===== src/rtl/ips_pkg.sv =====
package ips_pkg;

  typedef enum logic [2:0] {
    ST_IDLE   = 3'd0,
    ST_SINGLE = 3'd1,
    ST_PAIR_A = 3'd2,
    ST_PAIR_B = 3'd3,
    ST_DONE   = 3'd4
  } ips_state_e;

  localparam int unsigned CNT_OUTER = 0;
  localparam int unsigned CNT_INNER = 1;
  localparam int unsigned NUM_CNT   = 2;

endpackage


===== src/rtl/ips_wrap_cnt.sv =====
module ips_wrap_cnt #(
  parameter int unsigned N = 8,
  parameter int unsigned W = 3
) (
  input  logic         clk,
  input  logic         rst_n,
  input  logic         clr_i,
  input  logic         inc_i,
  output logic [W-1:0] val_o,
  output logic         last_o
);

  localparam logic [W-1:0] LAST_VAL = W'(N - 1);

  logic [W-1:0] val_q;
  logic [W-1:0] val_d;
  logic         val_en;

  always_comb begin
    val_en = clr_i | inc_i;
    if (clr_i) begin
      val_d = '0;
    end else if (val_q == LAST_VAL) begin
      val_d = '0;
    end else begin
      val_d = val_q + W'(1);
    end
  end

  always_ff @(posedge clk or negedge rst_n) begin
    if (!rst_n) begin
      val_q <= '0;
    end else if (val_en) begin
      val_q <= val_d;
    end
  end

  assign val_o  = val_q;
  assign last_o = (val_q == LAST_VAL);

endmodule


===== src/rtl/ips_ctrl.sv =====
module ips_ctrl
  import ips_pkg::*;
(
  input  logic               clk,
  input  logic               rst_n,
  input  logic               start_i,
  input  logic               cyclic_i,
  input  logic               adv_i,
  input  logic               outer_last_i,
  input  logic               inner_last_i,
  output ips_state_e         state_o,
  output logic [NUM_CNT-1:0] clr_o,
  output logic [NUM_CNT-1:0] inc_o
);

  ips_state_e state_q;
  ips_state_e state_d;
  logic       cyc_q;
  logic       cyc_d;
  logic       cyc_en;
  logic       issuing;
  logic       fire;

  always_comb begin
    issuing = (state_q == ST_SINGLE) || (state_q == ST_PAIR_A) ||
              (state_q == ST_PAIR_B);
    fire    = issuing & adv_i;
  end

  always_comb begin
    state_d = state_q;
    clr_o   = '0;
    inc_o   = '0;
    cyc_en  = 1'b0;
    cyc_d   = cyc_q;
    unique case (state_q)
      ST_IDLE, ST_DONE: begin
        if (start_i) begin
          state_d = ST_SINGLE;
          clr_o   = '1;
          cyc_en  = 1'b1;
          cyc_d   = cyclic_i;
        end
      end
      ST_SINGLE: begin
        if (fire) begin
          if (outer_last_i) begin
            state_d = ST_PAIR_A;
            clr_o   = '1;
          end else begin
            inc_o[CNT_OUTER] = 1'b1;
          end
        end
      end
      ST_PAIR_A: begin
        if (fire) begin
          state_d = ST_PAIR_B;
        end
      end
      ST_PAIR_B: begin
        if (fire) begin
          if (inner_last_i) begin
            clr_o[CNT_INNER] = 1'b1;
            if (outer_last_i) begin
              clr_o[CNT_OUTER] = 1'b1;
              state_d = cyc_q ? ST_PAIR_A : ST_DONE;
            end else begin
              inc_o[CNT_OUTER] = 1'b1;
              state_d = ST_PAIR_A;
            end
          end else begin
            inc_o[CNT_INNER] = 1'b1;
            state_d = ST_PAIR_A;
          end
        end
      end
      default: begin
        state_d = ST_IDLE;
        clr_o   = '1;
      end
    endcase
  end

  always_ff @(posedge clk or negedge rst_n) begin
    if (!rst_n) begin
      state_q <= ST_IDLE;
    end else begin
      state_q <= state_d;
    end
  end

  always_ff @(posedge clk or negedge rst_n) begin
    if (!rst_n) begin
      cyc_q <= 1'b0;
    end else if (cyc_en) begin
      cyc_q <= cyc_d;
    end
  end

  assign state_o = state_q;

endmodule


===== src/rtl/instr_pair_sequencer.sv =====
module instr_pair_sequencer
  import ips_pkg::*;
#(
  parameter int unsigned N     = 8,
  parameter int unsigned IDX_W = (N > 1) ? $clog2(N) : 1
) (
  input  logic             clk,
  input  logic             rst_n,
  input  logic             start_i,
  input  logic             cyclic_i,
  input  logic             adv_i,
  output logic             valid_o,
  output logic [IDX_W-1:0] idx_o,
  output logic             phase_o,
  output logic             slot_o,
  output logic             done_o
);

  ips_state_e               state;
  logic [NUM_CNT-1:0]       cnt_clr;
  logic [NUM_CNT-1:0]       cnt_inc;
  logic [NUM_CNT-1:0]       cnt_last;
  logic [NUM_CNT-1:0][IDX_W-1:0] cnt_val;

  ips_ctrl u_ctrl (
    .clk          (clk),
    .rst_n        (rst_n),
    .start_i      (start_i),
    .cyclic_i     (cyclic_i),
    .adv_i        (adv_i),
    .outer_last_i (cnt_last[CNT_OUTER]),
    .inner_last_i (cnt_last[CNT_INNER]),
    .state_o      (state),
    .clr_o        (cnt_clr),
    .inc_o        (cnt_inc)
  );

  for (genvar g = 0; g < NUM_CNT; g++) begin : g_cnt
    ips_wrap_cnt #(
      .N (N),
      .W (IDX_W)
    ) u_cnt (
      .clk    (clk),
      .rst_n  (rst_n),
      .clr_i  (cnt_clr[g]),
      .inc_i  (cnt_inc[g]),
      .val_o  (cnt_val[g]),
      .last_o (cnt_last[g])
    );
  end

  always_comb begin
    valid_o = (state == ST_SINGLE) || (state == ST_PAIR_A) ||
              (state == ST_PAIR_B);
    phase_o = (state == ST_PAIR_A) || (state == ST_PAIR_B);
    slot_o  = (state == ST_PAIR_B);
    done_o  = (state == ST_DONE);
    idx_o   = slot_o ? cnt_val[CNT_INNER] : cnt_val[CNT_OUTER];
  end

endmodule


===== config.mk =====
export PLATFORM = sky130hd
export DESIGN_NAME = instr_pair_sequencer
export DESIGN_NICKNAME = d
export VERILOG_FILES = /design/src/rtl/ips_pkg.sv /design/src/rtl/ips_wrap_cnt.sv /design/src/rtl/ips_ctrl.sv /design/src/rtl/instr_pair_sequencer.sv
export SDC_FILE = /design/constraint.sdc
export NUM_CORES = 1
export LEC_CHECK = 0
export BUFFER_PORTS_ARGS = -buffer_cell sky130_fd_sc_hd__buf_4
export CORE_ASPECT_RATIO = 1.1
export CORE_MARGIN = 5
export CORE_UTILIZATION = 46
export CTS_CLUSTER_SIZE = 14
export DETAILED_ROUTE_END_ITERATION = 7
export PLACE_DENSITY = 0.66
export SLEW_MARGIN = 10
export SYNTH_ARGS = -nofsm -noshare
export SYNTH_HDL_FRONTEND = slang
export SYNTH_SLANG_ARGS = --single-unit

===== constraint.sdc =====
create_clock -name clk -period 2.6 [get_ports clk]
set_input_delay 0.52 -clock clk [delete_from_list [all_inputs] [get_ports clk]]
set_output_delay 0.52 -clock clk [all_outputs]
set_load 0.1 [all_outputs]

==> run summary <==
=======================================================================================
Outcome                                                                    finished, final reports clean
Post-layout net count                                                                95
Peak VDD IR                                                                  0.000540 V
Global-route wire length before repair                                          2500 um
Overall fraction of global-route tracks in use                                    0.142
Max-slew violation total from the final report                                        0
Combinational family with the most area after synthesis                    simple AND/OR/NAND/NOR gates
Number of rows created at floorplan                                                  15
Fill cell instance count of the final layout                                        152
DP HPWL                                                                         1120 um
Post-CTS Hold Buffers                                                                 0
Die Width                                                                       48.1 um
Final WL                                                                        1450 um
Number of H-tree branching levels                                                     1
Slew at the pin closest to its max-slew limit                                    523 ps
Die Height                                                                      51.9 um
Count of unique library cells instantiated by Yosys                                  34
Initial Util                                                                      0.476
Type of the most critical hold path                                            in2async
Share of synthesized cell area in and, or, nand and nor gates                     0.282
GRT Residual Overflow                                                                 0
Reported leakage power                                                         0.386 nW
Endpoints failing hold                                                                0
Number of instances in the synthesized netlist                                       73
Maximum clock skew at final layout                                              1.37 ps
Total setup buffers inserted after CTS                                                0
Yosys synthesis warning count                                                         0
Combined area of all synthesized cells                                          733 um2
Initial antenna violation count                                                       0
Number of nets in the synthesized netlist                                            82
DRC violation count after routing                                                     0
Routability cong.                                                                 0.845
Multiplexer share of the synthesized area                                        0.0819
Post-detailed-route via-to-cell ratio                                              5.58
Most frequent cells in the layout                                          11 x buf_4, 10 x dfrtp_1, 7 x nand2_1
Critical path launch point type                                                    flop
Routed length per instance                                                      14.2 um
Post-synth ARST share                                                              1.00
Standard cell core area                                                     0.00154 mm2
Share of post-route cells with drive strength above 1                             0.341
Part of the cycle the worst path needs                                            0.888
Clock Sink Count                                                                     10
Final cell utilization of the core                                                0.554
Fraction of the mapped netlist area in compound gates                             0.176
Worst rel slew slack                                                              0.651
Count of antenna-violating nets left after detailed routing                           0
Largest fanout on the critical path                                                  11
Count of maximum capacitance violations                                               0
Boundary pin count                                                                   12
Share of synthesized area occupied by flip-flops and latches                      0.341
Number of violations reported at the end of detailed-routing iteration 0              8
Synthesized area per cell                                                      10.0 um2
Post-CTS resize count                                                                 0
Die Footprint                                                               0.00249 mm2
Clock transition at the registers of the reported paths                           70 ps
Leading register cell type out of synthesis                                     dfrtp_1
Number of synthesized register bits                                                  10
RSZ-0062 raised after global routing                                                 no
Synth Area in Adders                                                             0.0683
Number of clock buffers inserted by TritonCTS                                         3
Worst path required time                                                        2080 ps
N_diodes                                                                              0
Synth-to-Final Area Change                                                        16.2%
EDFF count, synth                                                                     0
Routed via count                                                                    569
Via count of the first global-routing pass                                          580
Setup-failing EPs final                                                               0
Maximum number of pins on one net before global-route repair                         15
Critical path type                                                              reg2out
Clock period minus worst slack                                                  2310 ps
Commonest non-fill, non-tap cell in the layout                                    buf_4
Power density over the cells                                                 895 mW/mm2
Number of buffers on the longest clock path                                           2
Critical Path AT                                                                1790 ps
Fin Setup TNS                                                                      0 ps
Root Buffer                                                                    clkbuf_4
Critical path capture point type                                            output port
Highest attainable clock frequency                                            0.433 GHz
Count of input and output buffers                                                    11
Clk Latency, worst-skew pair                                                     260 ps
CTS tree                                                                          built
Xor and xnor area share after synthesis                                               0
TritonRoute pass-1 iters                                                              4
=======================================================================================
cells in the mapped netlist, drive strengths merged (3+ instances only):
cell type / number / area, um2
nor3: 3 / 15.0
mux2: 5 / 60.1
inv: 3 / 11.3
nor2b: 3 / 28.8
nand2: 7 / 26.3
dfrtp: 10 / 250
a21oi: 4 / 20.0
o21ai: 4 / 20.0
buf: 3 / 26.3
nand3: 3 / 15.0
ha: 4 / 50.1
a211oi: 3 / 27.5
nor2: 4 / 15.0
sequential cells by signal, indices dropped and copies added (netlist names):
| name | count |
|---|---|
| g_cnt.u_cnt.val_o | 6 |
| u_ctrl.state_o | 3 |
| u_ctrl.cyc_q | 1 |
final timing paths:
| kind | start | end | slack (ps) | depth (start not counted) |
|---|---|---|---|---|
| max in group asynchronous | rst_n | u_ctrl.state_o[1] | 2390 | 1 |
| max | u_ctrl.state_o[0] | idx_o[1] | 290 | 4 |
| min in group clk | cyclic_i | u_ctrl.cyc_q | 480 | 2 |
| min | rst_n | g_cnt[0].u_cnt.val_o[1] | 70 | 1 |
| max reg2reg | g_cnt[0].u_cnt.val_o[0] | u_ctrl.state_o[2] | 780 | 5 |
| min reg2reg | u_ctrl.cyc_q | u_ctrl.cyc_q | 530 | 1 |
layout make-up:
type                    instances  area (um2)  share of cell area
clock buffers                   4        36.3              0.0426
inverters                       3        11.3              0.0132
multi-input cells              57         450               0.529
flip-flops and latches         10         250               0.294
well taps                      17        21.3              0.0250
repair buffers                 11        82.6              0.0969
per-layer routing:
layer	share of wire	vias to the layer above	global-route usage
met3	0.045	0	0.0450
li1	-	292	-
met5	0	-	0
met4	0	0	0.0538
met1	0.46	266	0.171
met2	0.49	11	0.229
report_power, final:
part	internal [mW]	switching, mW	total [mW]
combinational	0.122	0.253	0.375
clock	0.0850	0.0567	0.142
sequential	0.201	0.0456	0.246
total	0.408	0.355	0.763
critical path, stage by stage, from the launching register on:
cell and delay (ps):
dfrtp_1 560, nor2b_4 260, nand2_1 140, mux2_2 280
buf_4 280
cells by family (layout without fill, tap and decap cells):
logic type | after synthesis | in the layout
flip-flops | 10 | 10
AND/OR/NAND/NOR | 31 | 31
buffers and inverters | 6 | 18
multiplexers | 5 | 5
adder cells (fa/ha/maj) | 4 | 4
AO/OA/AOI/OAI | 17 | 17
stage by stage:
step | total power [mW] | hold slack (ps) | cells | setup WS (ps) | cell area, um2
global route | 0.810 | 65.2 | 102 | 161 | 852
global placement | 0.621 | 358 | 98 | 633 | 816
floorplan | 0.551 | 224 | 73 | 181 | 738
CTS | 0.770 | 68.2 | 102 | 276 | 852
finish | 0.763 | 69.8 | 102 | 292 | 852
detailed placement | 0.626 | 358 | 98 | 573 | 816
No activity file was read; power rests on OpenSTA's default activity.
